`config.mk`:
```
export PLATFORM = sky130hd
export DESIGN_NAME = buf_event_reg
export DESIGN_NICKNAME = d
export VERILOG_FILES = /design/src/rtl/bevt_pkg.sv /design/src/rtl/bevt_rst_sync.sv /design/src/rtl/bevt_frame_cnt.sv /design/src/rtl/bevt_status.sv /design/src/rtl/buf_event_reg.sv
export SDC_FILE = /design/constraint.sdc
export NUM_CORES = 1
export LEC_CHECK = 0
export CORE_ASPECT_RATIO = 0.75
export CORE_MARGIN = 3
export CORE_UTILIZATION = 30
export CTS_BUF_LIST = sky130_fd_sc_hd__clkbuf_16
export CTS_CLUSTER_DIAMETER = 200
export DETAILED_ROUTE_END_ITERATION = 10
export PLACE_DENSITY_LB_ADDON = 0.3
export RECOVER_POWER = 100
export REMOVE_ABC_BUFFERS = 1
export SYNTH_ARGS = -nofsm -noshare
export SYNTH_HDL_FRONTEND = slang
export SYNTH_HIERARCHICAL = 1
export SYNTH_SLANG_ARGS = --single-unit
```
`constraint.sdc`:
```
create_clock -name clk -period 1.6 [get_ports clk]
set_clock_uncertainty 0.2 [all_clocks]
set_input_delay 0.24 -clock clk [delete_from_list [all_inputs] [get_ports clk]]
set_output_delay 0.24 -clock clk [all_outputs]
set_load 0.01 [all_outputs]
```
`src/rtl/bevt_pkg.sv`:
```
package bevt_pkg;
  localparam int unsigned REG_W     = 16;
  localparam int unsigned ID_W      = 6;
  localparam logic [ID_W-1:0] REG_ID = 6'b001100;
  localparam int unsigned NUM_EV    = 4;
  localparam int unsigned POS_UNDR  = 9;
  localparam int unsigned POS_LOST  = 10;
  localparam int unsigned POS_EARLY = 11;
  localparam int unsigned POS_HIT   = 15;
  localparam int unsigned EV_POS [NUM_EV] = '{POS_UNDR, POS_LOST, POS_EARLY, POS_HIT};
  localparam logic [REG_W-1:0] EV_MASK =
    (REG_W'(1) << POS_UNDR) | (REG_W'(1) << POS_LOST) |
    (REG_W'(1) << POS_EARLY) | (REG_W'(1) << POS_HIT);
endpackage

```
`src/rtl/bevt_rst_sync.sv`:
```
module bevt_rst_sync #(
  parameter int unsigned STAGES = 2
) (
  input  logic clk,
  input  logic rst_n,
  output logic rst_q_n
);
  logic [STAGES-1:0] sh_q;
  logic [STAGES-1:0] sh_d;

  always_comb begin
    sh_d = {sh_q[STAGES-2:0], 1'b1};
  end

  always_ff @(posedge clk or negedge rst_n) begin
    if (!rst_n) sh_q <= '0;
    else        sh_q <= sh_d;
  end

  assign rst_q_n = sh_q[STAGES-1];
endmodule

```
`src/rtl/bevt_frame_cnt.sv`:
```
module bevt_frame_cnt #(
  parameter int unsigned THRESH = 128
) (
  input  logic clk,
  input  logic rst_n,
  input  logic sof_i,
  input  logic byte_i,
  output logic fire_o
);
  localparam int unsigned CW = $clog2(THRESH + 1);
  localparam logic [CW-1:0] LAST = CW'(THRESH - 1);
  localparam logic [CW-1:0] FULL = CW'(THRESH);

  logic [CW-1:0] cnt_q;
  logic [CW-1:0] cnt_d;
  logic [CW-1:0] base;
  logic          cnt_en;

  always_comb begin
    base   = sof_i ? '0 : cnt_q;
    fire_o = byte_i && (base == LAST);
    cnt_d  = (byte_i && (base != FULL)) ? base + CW'(1) : base;
    cnt_en = sof_i | byte_i;
  end

  // Counter parks at FULL until the first start-of-frame: no early event before a frame.
  always_ff @(posedge clk or negedge rst_n) begin
    if (!rst_n)      cnt_q <= FULL;
    else if (cnt_en) cnt_q <= cnt_d;
  end

  // one event per frame, counter never passes its limit
  assert_cnt_limit_R5: assert property (@(posedge clk) disable iff (!rst_n)
    cnt_q <= FULL);
  assert_single_R5: assert property (@(posedge clk) disable iff (!rst_n)
    (fire_o && !sof_i) |=> (!fire_o || sof_i));
endmodule

```
`src/rtl/bevt_status.sv`:
```
module bevt_status
  import bevt_pkg::*;
(
  input  logic             clk,
  input  logic             rst_n,
  input  logic [REG_W-1:0] set_i,
  input  logic [REG_W-1:0] cfg_i,
  input  logic             rd_i,
  output logic [REG_W-1:0] word_o,
  output logic             irq_o
);
  logic [REG_W-1:0] ev_q;
  logic [REG_W-1:0] ev_d;
  logic             ev_en;

  always_comb begin
    ev_d  = (rd_i ? set_i : (ev_q | set_i)) & EV_MASK;
    ev_en = rd_i | (|set_i);
  end

  always_ff @(posedge clk or negedge rst_n) begin
    if (!rst_n)     ev_q <= '0;
    else if (ev_en) ev_q <= ev_d;
  end

  assign word_o = ev_q | {{(REG_W-ID_W){1'b0}}, REG_ID};
  assign irq_o  = |(ev_q & cfg_i & EV_MASK);

  assert_clear_R7: assert property (@(posedge clk) disable iff (!rst_n)
    (rd_i && (set_i == '0)) |=> (ev_q == '0));
  assert_keep_R10: assert property (@(posedge clk) disable iff (!rst_n)
    !rd_i |=> ((ev_q & $past(ev_q)) == $past(ev_q)));
  assert_read_set_R8: assert property (@(posedge clk) disable iff (!rst_n)
    (rd_i && (set_i != '0)) |=> ((ev_q & $past(set_i & EV_MASK)) == $past(set_i & EV_MASK)));
  assert_irq_src_R9: assert property (@(posedge clk) disable iff (!rst_n)
    irq_o |-> ((word_o & cfg_i & EV_MASK) != '0));
endmodule

```
`src/rtl/buf_event_reg.sv`:
```
module buf_event_reg
  import bevt_pkg::*;
#(
  parameter int unsigned EARLY_BYTES = 128,
  parameter int unsigned SYNC_STAGES = 2
) (
  input  logic        clk,
  input  logic        rst_n,
  input  logic [15:0] cfg_i,
  input  logic        tx_underrun_i,
  input  logic        rx_lost_i,
  input  logic        rx_addr_hit_i,
  input  logic        rx_sof_i,
  input  logic        rx_byte_i,
  input  logic        rd_i,
  output logic [15:0] rd_data_o,
  output logic        irq_o
);
  logic             rst_q_n;
  logic             early_fire;
  logic [NUM_EV-1:0] ev_pulse;
  logic [REG_W-1:0] set_vec;

  bevt_rst_sync #(.STAGES(SYNC_STAGES)) u_rst (
    .clk(clk), .rst_n(rst_n), .rst_q_n(rst_q_n)
  );

  bevt_frame_cnt #(.THRESH(EARLY_BYTES)) u_cnt (
    .clk(clk), .rst_n(rst_q_n), .sof_i(rx_sof_i), .byte_i(rx_byte_i),
    .fire_o(early_fire)
  );

  assign ev_pulse = {rx_addr_hit_i, early_fire, rx_lost_i, tx_underrun_i};

  for (genvar g = 0; g < REG_W; g++) begin : g_map
    always_comb begin
      set_vec[g] = 1'b0;
      for (int k = 0; k < NUM_EV; k++) begin
        if (EV_POS[k] == g) set_vec[g] = ev_pulse[k];
      end
    end
  end

  bevt_status u_stat (
    .clk(clk), .rst_n(rst_q_n), .set_i(set_vec), .cfg_i(cfg_i), .rd_i(rd_i),
    .word_o(rd_data_o), .irq_o(irq_o)
  );

  assert_undr_R3: assert property (@(posedge clk) disable iff (!rst_q_n)
    tx_underrun_i |=> rd_data_o[9]);
  assert_lost_R4: assert property (@(posedge clk) disable iff (!rst_q_n)
    rx_lost_i |=> rd_data_o[10]);
  assert_hit_R6: assert property (@(posedge clk) disable iff (!rst_q_n)
    rx_addr_hit_i |=> rd_data_o[15]);
  assert_id_R2: assert property (@(posedge clk) disable iff (!rst_q_n)
    (rd_data_o[5:0] == 6'b001100) && (rd_data_o[14:12] == 3'b000) && (rd_data_o[8:6] == 3'b000));
endmodule

```
# ---- Word level (Yosys, flattened, before mapping)
# Index checks and enable logic that the tools add are counted.
dict set report totals {
  romBits 0
  inputBits 24
  mem_bits_rw 0
  mem_count 0
  latchBits 0
  out_inout_bits 17
  word_cells 17
  regBits 14
}
dict set report classes {
  multipliers 0
  div 0
  n_mux 3
  n_bitwise 4
  order_cmp 0
  reduce_logical 4
  shifts 0
  n_addsub 1
  eq_ne 2
}
# operator n
set ops {}
lappend ops {{$and A16 B16 Y16} 1}
lappend ops {{$mux W16} 1}
lappend ops {{$mux W8} 2}
lappend ops {{$or A16 B16 Y16} 1}
lappend ops {{$add A8 B1 Y8 const B} 1}
lappend ops {{$eq A8 B7 Y1 const B} 1}
lappend ops {{$ne A8 B8 Y1 const B} 1}
lappend ops {{$reduce_or A4 Y1} 2}
lappend ops {{$logic_and A1 B1 Y1} 2}
lappend ops {{$or A1 B1 Y1} 2}

# ---- Depth between registers and ports, before layout
# Gate-level depths: netlist (run 1).
dict set report logic_depth {
  depth_word 5
  depth_mapped 4
  depth_no_buf 4
}

# ---- Modules after synthesis
# Netlist (run 1), hierarchy kept.
# module seq_area_each_um2 area_each_um2 instances cells_each
set by_module_without_submodules {}
lappend by_module_without_submodules {bevt_frame_cnt 201.4 424.2 1 43}
lappend by_module_without_submodules {bevt_status 100.1 250.2 1 26}
lappend by_module_without_submodules {bevt_rst_sync 50.0 53.8 1 3}
lappend by_module_without_submodules {buf_event_reg 0.0 3.8 1 1}

# ---- Worst setup path before layout (run 1)
# No wires, ideal clock.
dict set report synth_timing {
  path_kind {reg2reg}
  from {register u_cnt.cnt_q[7]}
  to {register u_cnt.cnt_q[0]}
  arrival_ns 1.182
  period_less_slack_ns 1.513
  setup_ns 0.131
  path_buffers 0
  path_stages_with_launch 4
  required_ns 1.269
  setup_slack_ns 0.087
  path_cell_list {dfstp_2 -> or4b_1 -> nor4_1 -> o21ai_0}
}
dict set report synth_via {
  elab_chain_len 4
}
# element line
set synth_lines {}
lappend synth_lines {{start, declared} bevt_frame_cnt.sv:14} ;# logic [CW-1:0] cnt_q;
lappend synth_lines {{start signal, assigned} bevt_frame_cnt.sv:29} ;# else if (cnt_en) cnt_q <= cnt_d;
lappend synth_lines {{$mux W8} bevt_frame_cnt.sv:20} ;# base = sof_i ? '0 : cnt_q;
lappend synth_lines {{$ne A8 B8 Y1} bevt_frame_cnt.sv:22} ;# cnt_d = (byte_i && (base != FULL)) ? base + CW'(1) : base;
lappend synth_lines {{$logic_and A1 B1 Y1} bevt_frame_cnt.sv:22}
lappend synth_lines {{$mux W8} bevt_frame_cnt.sv:22}
# Every way passes these cells.
# A chain may end at the register's enable or synchronous reset.

# ---- Worst setup path after layout (run 1)
# Ends and elaborated chain as after synthesis.

==> impl_metrics.toml, run 1 <==
[clocking]
root_buffer = "clkbuf_16"
cts_max_level = 1
clkTransAtPathRegs_ns = 0.04
cts_tree = "done"
cts_sinks = 14
clk_latency_ns = 0.24
cts_buffers = 3
cts_buffer_depth = 2

[global_routing]
grt_pass1_vias = 527
grt_overflow = 0
grt_max_degree = 13
grt_pass1_wl_um = 2370
grt_use_total_pct = 9.69
antenna_found_initial = 0

[worst_hold_path]
hold_path_class = "flip-flop to asynchronous set/reset pin"

[yosys]
avgSynthCellArea_um2 = 10.1
yosys_warnings = 6
syn_inst = 72
netlist_area_um2 = 728

[setup_path]
reg2reg_setup_slack_ns = 0.06
critical_path_buf_inv_count = 0
path_max_fanout = 2
startpoint_type = "flip-flop"
cp_top_family = "simple AND/OR/NAND/NOR gates"
worst-setup-path-type = "flip-flop to flip-flop"
cp_slowest_cell = "dfstp_2"
arrival_ns = 1.46
cp_cell_sequence = "or4b_1 > nor4_2 > o21ai_1"
cp_slowest_stage_delay_ns = 0.53
end_kind = "flip-flop"
worstPathRequired_ns = 1.52

[floorplanning]
die_h_um = 48.7
core_area_um2 = 2150
initial_core_util_pct = 33.8
row_count = 14
fp.dieArea_um2 = 3060
die_x_um = 62.9
ios = 41

[sta]
hold_ws_ns = -0.0112
hold_viol_final = 11
drv_slew = 0
setup_viol = 0
period_minus_slack_ns = 1.54
max_freq_ghz = 0.650
post-route-period-util_pct = 96.2
rsz0062_at_grt = "no"

[routing]
dr.first_iter.drc_count = 2
viasPerCell = 4.34
routed_wl_um = 1420
routedWlPerCell_um = 10.8
drtPass1Iterations = 2
postRouteAntennaNets = 0
drc = 0
via_count = 569

[status]
status = "complete, but fails checks"
violations = "negative hold slack"

[job]
maxCapViolations = 0

[power]
peakVddDrop_v = 0.000573
p_leak_nw = 0.496
p_per_area_nw_per_um2 = 925
p_total_uw = 953

[placement]
dpl.hpwl_um = 1100
portBuffers = 16
place_congestion = 0.791

[cells_and_area]
n_antenna_cell = 0
syn2layout_area_growth_pct = 41.6
final_layout_size_suffix_gt1_share_pct = 22.2
fin_nets = 124
-- registers in the layout, indices dropped and copies added, names as in the netlist --
name	cells
u_cnt/cnt_q	8
u_stat/ev_q	4
u_rst/sh_q	2
-- cells in the final DEF (no fill, tap or decap), types with 3 or more instances in the layout --
master            n
nor2_1            4
clkbuf_16         3
buf_4             5
a21oi_1           3
inv_1             4
conb_1           13
o21ai_0           3
clkdlybuf4s50_1   7
a21o_1            4
dfrtp_1          13
dlygate4sd3_1     4
dlygate4sd2_1     3
nand2_1           3
-- metal layers --
layer	wire, um	GRT usage (%)	vias up
li1	-	-	273
met1	610	11.3	274
met2	685	16.6	22
met3	124	4.63	0
met4	0	1.10	0
met5	0	0	-
-- report_power, final --
group / internal (mW) / switching [mW] / total, mW
Clock: 0.329 / 0.129 / 0.457
Sequential: 0.371 / 0.0156 / 0.386
Combinational: 0.0579 / 0.0522 / 0.110
-- final timing paths --
check	from	cells past startpoint	endpoint
hold reg to reg	u_rst/sh_q[1]	0	u_cnt/cnt_q[5]
setup reg to reg	u_cnt/cnt_q[7]	3	u_cnt/cnt_q[0]
setup / recovery	u_cnt/cnt_q[7]	3	u_cnt/cnt_q[0]
max in group asynchronous	rst_n	2	u_rst/sh_q[1]
hold / removal	u_rst/sh_q[1]	0	u_cnt/cnt_q[5]
min in group clk	u_rst/sh_q[0]	0	u_rst/sh_q[1]
-- cell type report --
class / count / area [um2]
sequential: 14 / 352
clock inverter: 1 / 3.75
timing repair buffer: 26 / 225
multi-input combinational: 52 / 324
inverter: 3 / 11.3
clock buffer: 3 / 75.1
fill: 206 / 1120
tap: 32 / 40.0
-- stage by stage --
step	worst slack, ns	setup TNS, ns	instances	util, %	instance area, um2
global placement	-0.249	-1.22	125	43.3	932
global route	0.0120	0	131	47.9	1030
detailed placement	-0.261	-1.31	125	43.3	932
finish	0.0610	0	131	47.9	1030
CTS	0.00298	0	130	47.6	1030
floorplan	0.0873	0	69	-	672
-- repair_timing --
action                                  CTS  global route
setup buffers                             0             1
pin swaps                                 1             0
hold endpoints to repair                  2             0
resized for setup                         8             6
endpoints found under the setup margin    6             7
hold buffers                              1             0
(Power assumes the default switching activity.)
==> run 2, diff against run 1 <==
- DONT_BUFFER_PORTS: default -> 1
- GPL_ROUTABILITY_DRIVEN: default -> 0
==> run 2 against run 1 <==
  * The run still ends with negative hold slack left
  * Clock power barely moved
  * Hold slack better by 0.0044 ns
  * Combinational power down 36%
  * Sequential share of layout area grew 5.2 points
  * First-iteration DRC count grew 50%
  * Setup slack lost 0.035 ns
  * Non-clock buffer count decreased by 17
  * Critical path type unchanged
==> impl_metrics.toml, run 2 (same netlist as run 1, synthesis figures left out) <==
[power]
power.internal_uw = 731
p_per_area_nw_per_um2 = 1030
seq_power_share_pct = 42.6
peakVddDrop_v = 0.000691
p_comb_share_pct = 7.6
p_leak_nw = 0.398
clockPowerShare_pct = 49.8
power.switching_uw = 190
p_sw_share_pct = 20.7

[cells_and_area]
n_antenna_cell = 0
layout_commonest_cell = "conb_1"
multi_input_area_um2 = 337
final_util_pct = 41.7
final_layout_size_suffix_gt1_share_pct = 19.5
largest_register_ffs = 8
fin_nets = 107
regMostFlops = "u_cnt/cnt_q"
final_cell_mix = "conb_1 (13), dfrtp_1 (12), dlygate4sd3_1 (6)"
fillers = 218
biggestRegsByFlops = "u_cnt/cnt_q (8), u_stat/ev_q (4), u_rst/sh_q (2)"
regArea_um2 = 353
syn2layout_area_growth_pct = 23.4

[placement]
portBuffers = 0
dpl.hpwl_um = 940
dp_slack_ns = 0.00159

[global_routing]
grt_use_total_pct = 8.99
grt_pass1_wl_um = 2090
grt_max_degree = 13
grt_overflow = 0
grt_pass1_vias = 459
antenna_found_initial = 0

[clocking]
post-cts-setup-buffers = 0
cts_max_level = 1
cts_buffer_depth = 2
root_buffer = "clkbuf_16"
cts_tree = "done"
clkTransAtPathRegs_ns = 0.04
cts_buffers = 3
clk_latency_ns = 0.24
cts_sinks = 14

[floorplanning]
row_count = 14
die_x_um = 62.9
ios = 41
die_h_um = 48.7
core_area_um2 = 2150
fp.dieArea_um2 = 3060
initial_core_util_pct = 33.8

[job]
maxCapViolations = 0

[routing]
drtPass1Iterations = 2
via_count = 477
dr.first_iter.drc_count = 3
postRouteAntennaNets = 0
routed_wl_um = 1310
routedWlPerCell_um = 11.5
viasPerCell = 4.18
drc = 0

[sta]
hold_viol_final = 11
setup_slack_ns = 0.0258
rsz0062_at_grt = "yes"
hold_ws_ns = -0.00674
post-route-period-util_pct = 98.4
max_freq_ghz = 0.635
drv_slew = 0
setup_viol = 0
period_minus_slack_ns = 1.57

[setup_path]
path_max_fanout = 2
worst-setup-path-type = "flip-flop to flip-flop"
end_kind = "flip-flop"
startpoint_type = "flip-flop"
arrival_ns = 1.49
worstPathRequired_ns = 1.52

[status]
violations = "negative hold slack"
status = "complete, but fails checks"

[worst_hold_path]
hold_path_class = "flip-flop to asynchronous set/reset pin"
## run 2: cell types whose count changed in the layout (fill, tap and decap cells not counted), moves of 2 or more
cell,before,now
buf_4,5,2
clkbuf_2,2,0
clkbuf_4,2,0
clkdlybuf4s50_1,7,0
dlygate4sd2_1,3,0
dlygate4sd3_1,4,6
inv_1,4,2
## run 2: path summary, 6_finish.rpt
path                       cells past startpoint  slack (ns)         endpoint      startpoint
setup / recovery                               3        0.03   u_cnt/cnt_q[0]  u_cnt/cnt_q[7]
hold / removal                                 0      -0.007   u_stat/ev_q[9]   u_rst/sh_q[1]
setup reg to reg                               3        0.03   u_cnt/cnt_q[0]  u_cnt/cnt_q[7]
hold reg to reg                                0      -0.007   u_stat/ev_q[9]   u_rst/sh_q[1]
max in group asynchronous                      0        0.85   u_cnt/cnt_q[2]   u_rst/sh_q[1]
min in group clk                               2           0  u_stat/ev_q[15]            rd_i
## run 2: power groups by stage
stage                     combinational, mW  sequential (mW)  clock (mW)
final                                0.0700            0.393       0.458
after global routing                 0.0781            0.395       0.502
after floorplan                      0.0370            0.395           0
after CTS                            0.0693            0.390       0.481
after global placement               0.0540            0.395           0
after detailed placement             0.0543            0.396           0
## run 2: repair_timing
action / CTS / global route
endpoints found under the hold margin: 12 / 0
resized for setup: 0 / 6
setup endpoints to repair: 0 / 4
hold buffers: 6 / 0
## run 2: critical path: stages (launching register included)
cell     delay (ns)
dfstp_2        0.54
or4b_4         0.48
nor4_4         0.14
o21ai_1        0.10
## run 2: final cells by class
class	count	area share (%)
flip-flops and latches	14	39.3
multi-input cells	52	37.5
repair buffers	9	8.77
clock buffers	3	8.36
well taps	32	4.46
inverters	3	1.25
clock inverters	1	0.418
## run 2: through the flow
| step | power (mW) | cell area (um2) | std cells | TNS [ns] |
|---|---|---|---|---|
| detailed placement | 0.450 | 734 | 104 | 0 |
| CTS | 0.941 | 873 | 114 | 0 |
| global placement | 0.449 | 734 | 104 | 0 |
| finish | 0.921 | 898 | 114 | 0 |
| global route | 0.976 | 898 | 114 | -0.0493 |
| floorplan | 0.432 | 672 | 69 | 0 |
## run 2: metal layers
metal	track usage [%]	wire length, um
met1	12.0	658
met5	0	0
met3	4.86	93
met4	2.20	0
met2	12.6	555
